**config.mk**
```make
export PLATFORM = sky130hd
export DESIGN_NAME = dbg_mem_burst
export DESIGN_NICKNAME = d
export VERILOG_FILES = /design/src/rtl/dbg_mem_pkg.sv /design/src/rtl/dbg_sel_cache.sv /design/src/rtl/dbg_word_ctr.sv /design/src/rtl/dbg_mem_burst.sv
export SDC_FILE = /design/constraint.sdc
export NUM_CORES = 1
export LEC_CHECK = 0
export BUFFER_PORTS_ARGS = -buffer_cell sky130_fd_sc_hd__buf_4
export CORE_MARGIN = 2
export CORE_UTILIZATION = 40
export CTS_CLUSTER_DIAMETER = 150
export DETAILED_ROUTE_END_ITERATION = 8
export GPL_ROUTABILITY_DRIVEN = 0
export PLACE_DENSITY = 0.65
export SLEW_MARGIN = 10
export SYNTH_ARGS = -nofsm -noshare
export SYNTH_HDL_FRONTEND = slang
export SYNTH_SLANG_ARGS = --single-unit
```
**constraint.sdc**
```tcl
create_clock -name clk -period 3.5 [get_ports clk]
set_input_delay 0.175 -clock clk [delete_from_list [all_inputs] [get_ports clk]]
set_output_delay 0.175 -clock clk [all_outputs]
set_load 0.05 [all_outputs]
```
**src/rtl/dbg_mem_pkg.sv**
```systemverilog
package dbg_mem_pkg;

    typedef enum logic [2:0] {
        ST_IDLE,
        ST_SEL,
        ST_TAR,
        ST_WORD,
        ST_XFER,
        ST_FIN
    } eng_state_e;

    typedef enum logic {
        PH_TAR,
        PH_DATA
    } phase_e;

    // register offsets; bits [3:2] go on the wire, bits [7:4] form the bank
    localparam logic [7:0] REG_TAR    = 8'h04;
    localparam logic [7:0] REG_DATA   = 8'h0C;
    localparam logic [7:0] DP_SELECT  = 8'h08;
    localparam int         SEL_AP_LSB = 24;

endpackage

```
**src/rtl/dbg_sel_cache.sv**
```systemverilog
module dbg_sel_cache #(
    parameter int W = 32
) (
    input  logic         clk,
    input  logic         rst_n,
    input  logic         invalidate,
    input  logic         commit,
    input  logic [W-1:0] probe,
    output logic         hit,
    output logic [W-1:0] cached
);

    logic [W-1:0] cache_d, cache_q;

    always_comb begin
        cache_d = cache_q;
        if (invalidate) begin
            cache_d = '1;
        end else if (commit) begin
            cache_d = probe;
        end
    end

    always_ff @(posedge clk or negedge rst_n) begin
        if (!rst_n) begin
            cache_q <= '1;
        end else begin
            cache_q <= cache_d;
        end
    end

    assign hit    = (probe == cache_q);
    assign cached = cache_q;


    cache_inval_chk: assert property (@(posedge clk) disable iff (!rst_n)
        invalidate |=> (cached == '1));


    cache_commit_chk: assert property (@(posedge clk) disable iff (!rst_n)
        (commit && !invalidate) |=> (cached == $past(probe)));

endmodule

```
**src/rtl/dbg_word_ctr.sv**
```systemverilog
module dbg_word_ctr #(
    parameter int CW = 16
) (
    input  logic          clk,
    input  logic          rst_n,
    input  logic          load,
    input  logic [CW-1:0] load_val,
    input  logic          dec,
    output logic          zero,
    output logic          last
);

    localparam logic [CW-1:0] ONE = CW'(1);

    logic [CW-1:0] cnt_d, cnt_q;

    always_comb begin
        cnt_d = cnt_q;
        if (load) begin
            cnt_d = load_val;
        end else if (dec && (cnt_q != '0)) begin
            cnt_d = cnt_q - ONE;
        end
    end

    always_ff @(posedge clk or negedge rst_n) begin
        if (!rst_n) begin
            cnt_q <= '0;
        end else begin
            cnt_q <= cnt_d;
        end
    end

    assign zero = (cnt_q == '0);
    assign last = (cnt_q == ONE);


    no_underflow_chk: assert property (@(posedge clk) disable iff (!rst_n)
        dec |-> !zero);

endmodule

```
**src/rtl/dbg_mem_burst.sv**
```systemverilog
module dbg_mem_burst
    import dbg_mem_pkg::*;
#(
    parameter int APW = 8,
    parameter int AW  = 32,
    parameter int DW  = 32,
    parameter int CW  = 16
) (
    input  logic           clk,
    input  logic           rst_n,
    input  logic           cache_inval,
    input  logic           req_valid,
    output logic           req_ready,
    input  logic           req_write,
    input  logic [APW-1:0] req_ap,
    input  logic [AW-1:0]  req_addr,
    input  logic [CW-1:0]  req_count,
    input  logic           wr_valid,
    output logic           wr_ready,
    input  logic [DW-1:0]  wr_data,
    output logic           rd_valid,
    output logic [DW-1:0]  rd_data,
    output logic           done,
    output logic           done_err,
    output logic           txn_valid,
    output logic           txn_ap_sel,
    output logic           txn_rnw,
    output logic [1:0]     txn_addr_bits,
    output logic [DW-1:0]  txn_wdata,
    input  logic           txn_done,
    input  logic           txn_ok,
    input  logic [DW-1:0]  txn_rdata
);

    localparam int SEL_MSB = SEL_AP_LSB + APW - 1;

    typedef struct packed {
        eng_state_e     st;
        phase_e         ph;
        logic           write;
        logic [APW-1:0] ap;
        logic [AW-1:0]  addr;
        logic [DW-1:0]  wbuf;
        logic           err;
    } regs_t;

    regs_t r_d, r_q;

    logic [APW-1:0] probe_ap;
    logic [7:0]     probe_off;
    logic [DW-1:0]  probe_val;
    logic           sel_hit;
    logic [DW-1:0]  sel_cached;
    logic           sel_commit;
    logic           ctr_load, ctr_dec, ctr_zero, ctr_last;
    eng_state_e     data_next;

    // select value needed by the access about to be decided or issued
    always_comb begin
        probe_ap  = (r_q.st == ST_IDLE) ? req_ap : r_q.ap;
        probe_off = ((r_q.st == ST_IDLE) || (r_q.st == ST_SEL && r_q.ph == PH_TAR))
                    ? REG_TAR : REG_DATA;
        probe_val                      = '0;
        probe_val[SEL_MSB:SEL_AP_LSB]  = probe_ap;
        probe_val[7:0]                 = probe_off & 8'hF0;
    end

    dbg_sel_cache #(.W(DW)) i_cache (
        .clk        (clk),
        .rst_n      (rst_n),
        .invalidate (cache_inval),
        .commit     (sel_commit),
        .probe      (probe_val),
        .hit        (sel_hit),
        .cached     (sel_cached)
    );

    dbg_word_ctr #(.CW(CW)) i_ctr (
        .clk      (clk),
        .rst_n    (rst_n),
        .load     (ctr_load),
        .load_val (req_count),
        .dec      (ctr_dec),
        .zero     (ctr_zero),
        .last     (ctr_last)
    );

    assign rd_data = txn_rdata;

    always_comb begin
        r_d           = r_q;
        ctr_load      = 1'b0;
        ctr_dec       = 1'b0;
        sel_commit    = 1'b0;
        req_ready     = 1'b0;
        wr_ready      = 1'b0;
        rd_valid      = 1'b0;
        done          = 1'b0;
        done_err      = 1'b0;
        txn_valid     = 1'b0;
        txn_ap_sel    = 1'b0;
        txn_rnw       = 1'b0;
        txn_addr_bits = 2'b00;
        txn_wdata     = '0;
        data_next     = r_q.write ? ST_WORD : ST_XFER;

        case (r_q.st)
            ST_IDLE: begin
                req_ready = 1'b1;
                if (req_valid) begin
                    r_d.write = req_write;
                    r_d.ap    = req_ap;
                    r_d.addr  = req_addr;
                    r_d.err   = 1'b0;
                    ctr_load  = 1'b1;
                    if (sel_hit) begin
                        r_d.st = ST_TAR;
                    end else begin
                        r_d.st = ST_SEL;
                        r_d.ph = PH_TAR;
                    end
                end
            end
            ST_SEL: begin
                txn_valid     = 1'b1;
                txn_addr_bits = DP_SELECT[3:2];
                txn_wdata     = probe_val;
                if (txn_done) begin
                    if (txn_ok) begin
                        sel_commit = 1'b1;
                        r_d.st     = (r_q.ph == PH_TAR) ? ST_TAR : data_next;
                    end else begin
                        r_d.err = 1'b1;
                        r_d.st  = ST_FIN;
                    end
                end
            end
            ST_TAR: begin
                txn_valid     = 1'b1;
                txn_ap_sel    = 1'b1;
                txn_addr_bits = REG_TAR[3:2];
                txn_wdata     = DW'(r_q.addr);
                if (txn_done) begin
                    if (!txn_ok) begin
                        r_d.err = 1'b1;
                        r_d.st  = ST_FIN;
                    end else if (ctr_zero) begin
                        r_d.st = ST_FIN;
                    end else if (sel_hit) begin
                        r_d.st = data_next;
                    end else begin
                        r_d.st = ST_SEL;
                        r_d.ph = PH_DATA;
                    end
                end
            end
            ST_WORD: begin
                wr_ready = 1'b1;
                if (wr_valid) begin
                    r_d.wbuf = wr_data;
                    r_d.st   = ST_XFER;
                end
            end
            ST_XFER: begin
                txn_valid     = 1'b1;
                txn_ap_sel    = 1'b1;
                txn_rnw       = !r_q.write;
                txn_addr_bits = REG_DATA[3:2];
                txn_wdata     = r_q.write ? r_q.wbuf : '0;
                if (txn_done) begin
                    if (!txn_ok) begin
                        r_d.err = 1'b1;
                        r_d.st  = ST_FIN;
                    end else begin
                        rd_valid = !r_q.write;
                        ctr_dec  = 1'b1;
                        if (ctr_last) begin
                            r_d.st = ST_FIN;
                        end else if (sel_hit) begin
                            r_d.st = data_next;
                        end else begin
                            r_d.st = ST_SEL;
                            r_d.ph = PH_DATA;
                        end
                    end
                end
            end
            ST_FIN: begin
                done     = 1'b1;
                done_err = r_q.err;
                r_d.st   = ST_IDLE;
            end
            default: r_d.st = ST_IDLE;
        endcase
    end

    always_ff @(posedge clk or negedge rst_n) begin
        if (!rst_n) begin
            r_q <= '{st: ST_IDLE, ph: PH_TAR, write: 1'b0, ap: '0,
                     addr: '0, wbuf: '0, err: 1'b0};
        end else begin
            r_q <= r_d;
        end
    end


    req_busy_chk: assert property (@(posedge clk) disable iff (!rst_n)
        (req_valid && req_ready) |=> !req_ready);


    sel_needed_chk: assert property (@(posedge clk) disable iff (!rst_n)
        (txn_valid && !txn_ap_sel) |-> (txn_wdata != sel_cached));


    wr_no_overlap_chk: assert property (@(posedge clk) disable iff (!rst_n)
        wr_ready |-> !txn_valid);


    zero_count_chk: assert property (@(posedge clk) disable iff (!rst_n)
        (txn_valid && txn_done && txn_ok && txn_ap_sel && txn_addr_bits == REG_TAR[3:2]
         && ctr_zero) |=> (done && !done_err));


    fault_end_chk: assert property (@(posedge clk) disable iff (!rst_n)
        (txn_valid && txn_done && !txn_ok) |=> (done && done_err));


    done_pulse_chk: assert property (@(posedge clk) disable iff (!rst_n)
        done |=> !done);


    txn_hold_chk: assert property (@(posedge clk) disable iff (!rst_n)
        (txn_valid && !txn_done) |=> (txn_valid && $stable(txn_wdata) && $stable(txn_ap_sel)
                                      && $stable(txn_rnw) && $stable(txn_addr_bits)));

endmodule

```
==> qor.yml <==
worstMarginPinSlew_ps: 684
grt-ovfl-total: 0
rsz0062_at_grt: "false"
drtPass1Iterations: 4
antenna_found_initial: 0
critical-path-top-delay-family: "buffers and inverters"
final_cell_mix: "nand2_1, buf_4, dfrtp_1"
final_common_cell: "nand2_1"
yosysTopAreaCell: "dfrtp_1"
path_cells: "buf_4 > nor3b_1 > and2_1 > buf_4 > nand2_1 > o21ai_0 > buf_4"
maxCapViolations: 0
cts_tree: "done"
grt_pass1_wl_um: 23900
grt_max_degree: 38
startpoint: "r_q[77]"
period_minus_slack_ps: 2660
root_buffer: "clkbuf_16"
cp.arrival_ps: 2490
layout.nets: 822
insertion_delay_ps: 360
synth-main-ff-cell: "dfrtp_1"
seqPwrFrac_pct: 36.2
cts.repair.resized: 0
n_antenna_cell: 0
power_switching_mw: 2.65
routed_via_density: 5.21
crit_top_cell: "buf_4"
hold_viol: 0
die_area_mm2: 0.0147
slowest_stage: "nor3b_1"
grt_pass1_vias: 4638
synth_cell_type_count: 56
area_growth_pct: 24.1
cellLeakagePower_nw: 3.24
slew_violations: 0
slew_headroom_pct: 54.2
clk_pin_slew_worst_paths_ps: 80
path_class: "reg2out"
cts_setup_buffers: 0
gr-usage-all-layers_pct: 20.7
synth-edff-count: 0
cp_num_buf_inv: 3
post-route-period-util_pct: 76.0
fill_cells: 1276
synth_fp_nets: 724
setup_violations: 0
path_max_fanout: 32
fin_worst_skew_ps: 10.5
yosys_warnings: 0
netlist_instances: 594
required_ps: 3320
yosysTopAreaCellShare_pct: 42.7
pwr-share-comb_pct: 46.8
clock_sinks: 103
initial_utilization_pct: 41.3
fmax_mhz: 376
setup_tns_ps: 0
io_pins: 202
yosys-top-cells-area: "dfrtp_1, nand2_1, mux2_2"
power.density_mw_per_mm2: 871
drt_drc_violations_left: 0
ant_nets: 0
cts_buffer_depth: 2
wirelength_um: 14800
yosys_register_bits: 103
synth.avg_cell_area_um2: 9.27
wl_per_cell_um: 16.9
cp-end-kind: "output port"
drt_iter0_drc: 227
critPathLaunchType: "flop"
fp.dieW_um: 121
power.share.switching_pct: 44.4
power.share.clock_pct: 17.0
vias: 4547
die_h_um: 121
drive_gt1_share_pct: 31.0
synth_area_mm2: 0.00551
cts_max_level: 3
min_path_type: "in2reg"
ir_drop_uv: 371
fp-row-count: 42
worst_path_largest_cell_delay_ps: 430
status: "finished clean"
synth_seq_area_share_pct: 47.0
ctsHoldBuffers: 6
place_hpwl_um: 10300
io_buffers: 137
cts_made_buffers: 9
r2r-start: "r_q[76]"
internal_power_mw: 3.31
worstHoldStart: "req_addr[18]"
post-route-worst-setup-slack_ps: 838
synth-async-reset-ratio_pct: 100
post-place-ws_ps: 890
coreArea_mm2: 0.0133
==> power by group through the flow <==
stage	Combinational (mW)	Sequential [mW]	Clock [mW]
finish	2.79	2.15	1.01
global route	3.06	2.22	1.09
CTS	2.81	2.15	1.04
detailed placement	2.79	2.16	0
global placement	2.72	2.14	0
floorplan	2.17	2.03	0
==> flip-flops by register name, indices dropped and copies added (netlist names) <==
| signal | cells |
|---|---|
| r_q | 78 |
| i_cache.cached | 9 |
| i_ctr.cnt_q | 16 |
==> worst paths after layout <==
check	to	slack [ps]	cells after the start
max	txn_wdata[26]	840	7
min	r_q[51]	1	3
max reg2reg	r_q[74]	840	8
min reg2reg	r_q[42]	480	2
max in group asynchronous	i_cache.cached[27]	2320	3
min in group asynchronous	r_q[47]	300	2
==> layout make-up <==
| class | instances | area [µm²] | area share, % |
|---|---|---|---|
| well taps | 176 | 220 | 3.22 |
| flip-flops and latches | 103 | 2590 | 37.9 |
| inverters | 11 | 41.3 | 0.604 |
| clock buffers | 10 | 239 | 3.50 |
| multi-input cells | 413 | 2500 | 36.6 |
| repair buffers | 154 | 1180 | 17.3 |
| clock inverters | 6 | 61.3 | 0.897 |
==> stage by stage <==
stage               total power, mW  cell area, µm²  hold WS, ps  instances  util (%)
floorplan                      4.21            5510         -121        594         -
CTS                            5.99            6830       0.0184        873      51.2
finish                         5.95            6830         1.17        873      51.2
global placement               4.86            6470          146        851      48.5
global route                   6.37            6830         6.88        873      51.2
detailed placement             4.95            6470          153        851      48.5
==> Yosys cell counts, drive strengths merged (5+ instances only) <==
cell	instances
nand2	159
dfrtp	94
buf	38
mux2	33
o21ai	30
clkbuf	29
nor2	28
a22o	24
xor2	16
a21oi	13
inv	11
and4	9
dfstp	9
a211o	8
a22oi	8
nand3	8
and2	6
nand2b	6
xnor2	6
nor2b	5
nor4	5
==> worst register-to-register path, stage by stage, from the launching register on <==
cell and delay [ps]:
dfrtp_1 330, buf_4 230, or3_1 340, inv_2 170, nor4_1 290, a31oi_1 80
or4_4 600, or2_1 270, a32o_1 230
==> per-layer routing <==
layer  GRT usage, %  up-vias  part of all wire (%)
met5              0        -                     0
met4           6.97        0                   1.6
met3           6.39       26                   8.3
met2           32.6      158                    47
met1           27.0     2160                    43
li1               -     2203                     -
==> kinds of logic after synthesis <==
logic type      after synthesis  synth area share [%]
flops                       103                  47.0
xor+xnor                     22                  3.50
compound gates              109                  14.1
fa+ha+maj                     2                 0.454
simple gates                244                  19.7
buf+inv                      78                  7.70
mux                          36                  7.52
Note: power is estimated with default switching activity, not from simulation.
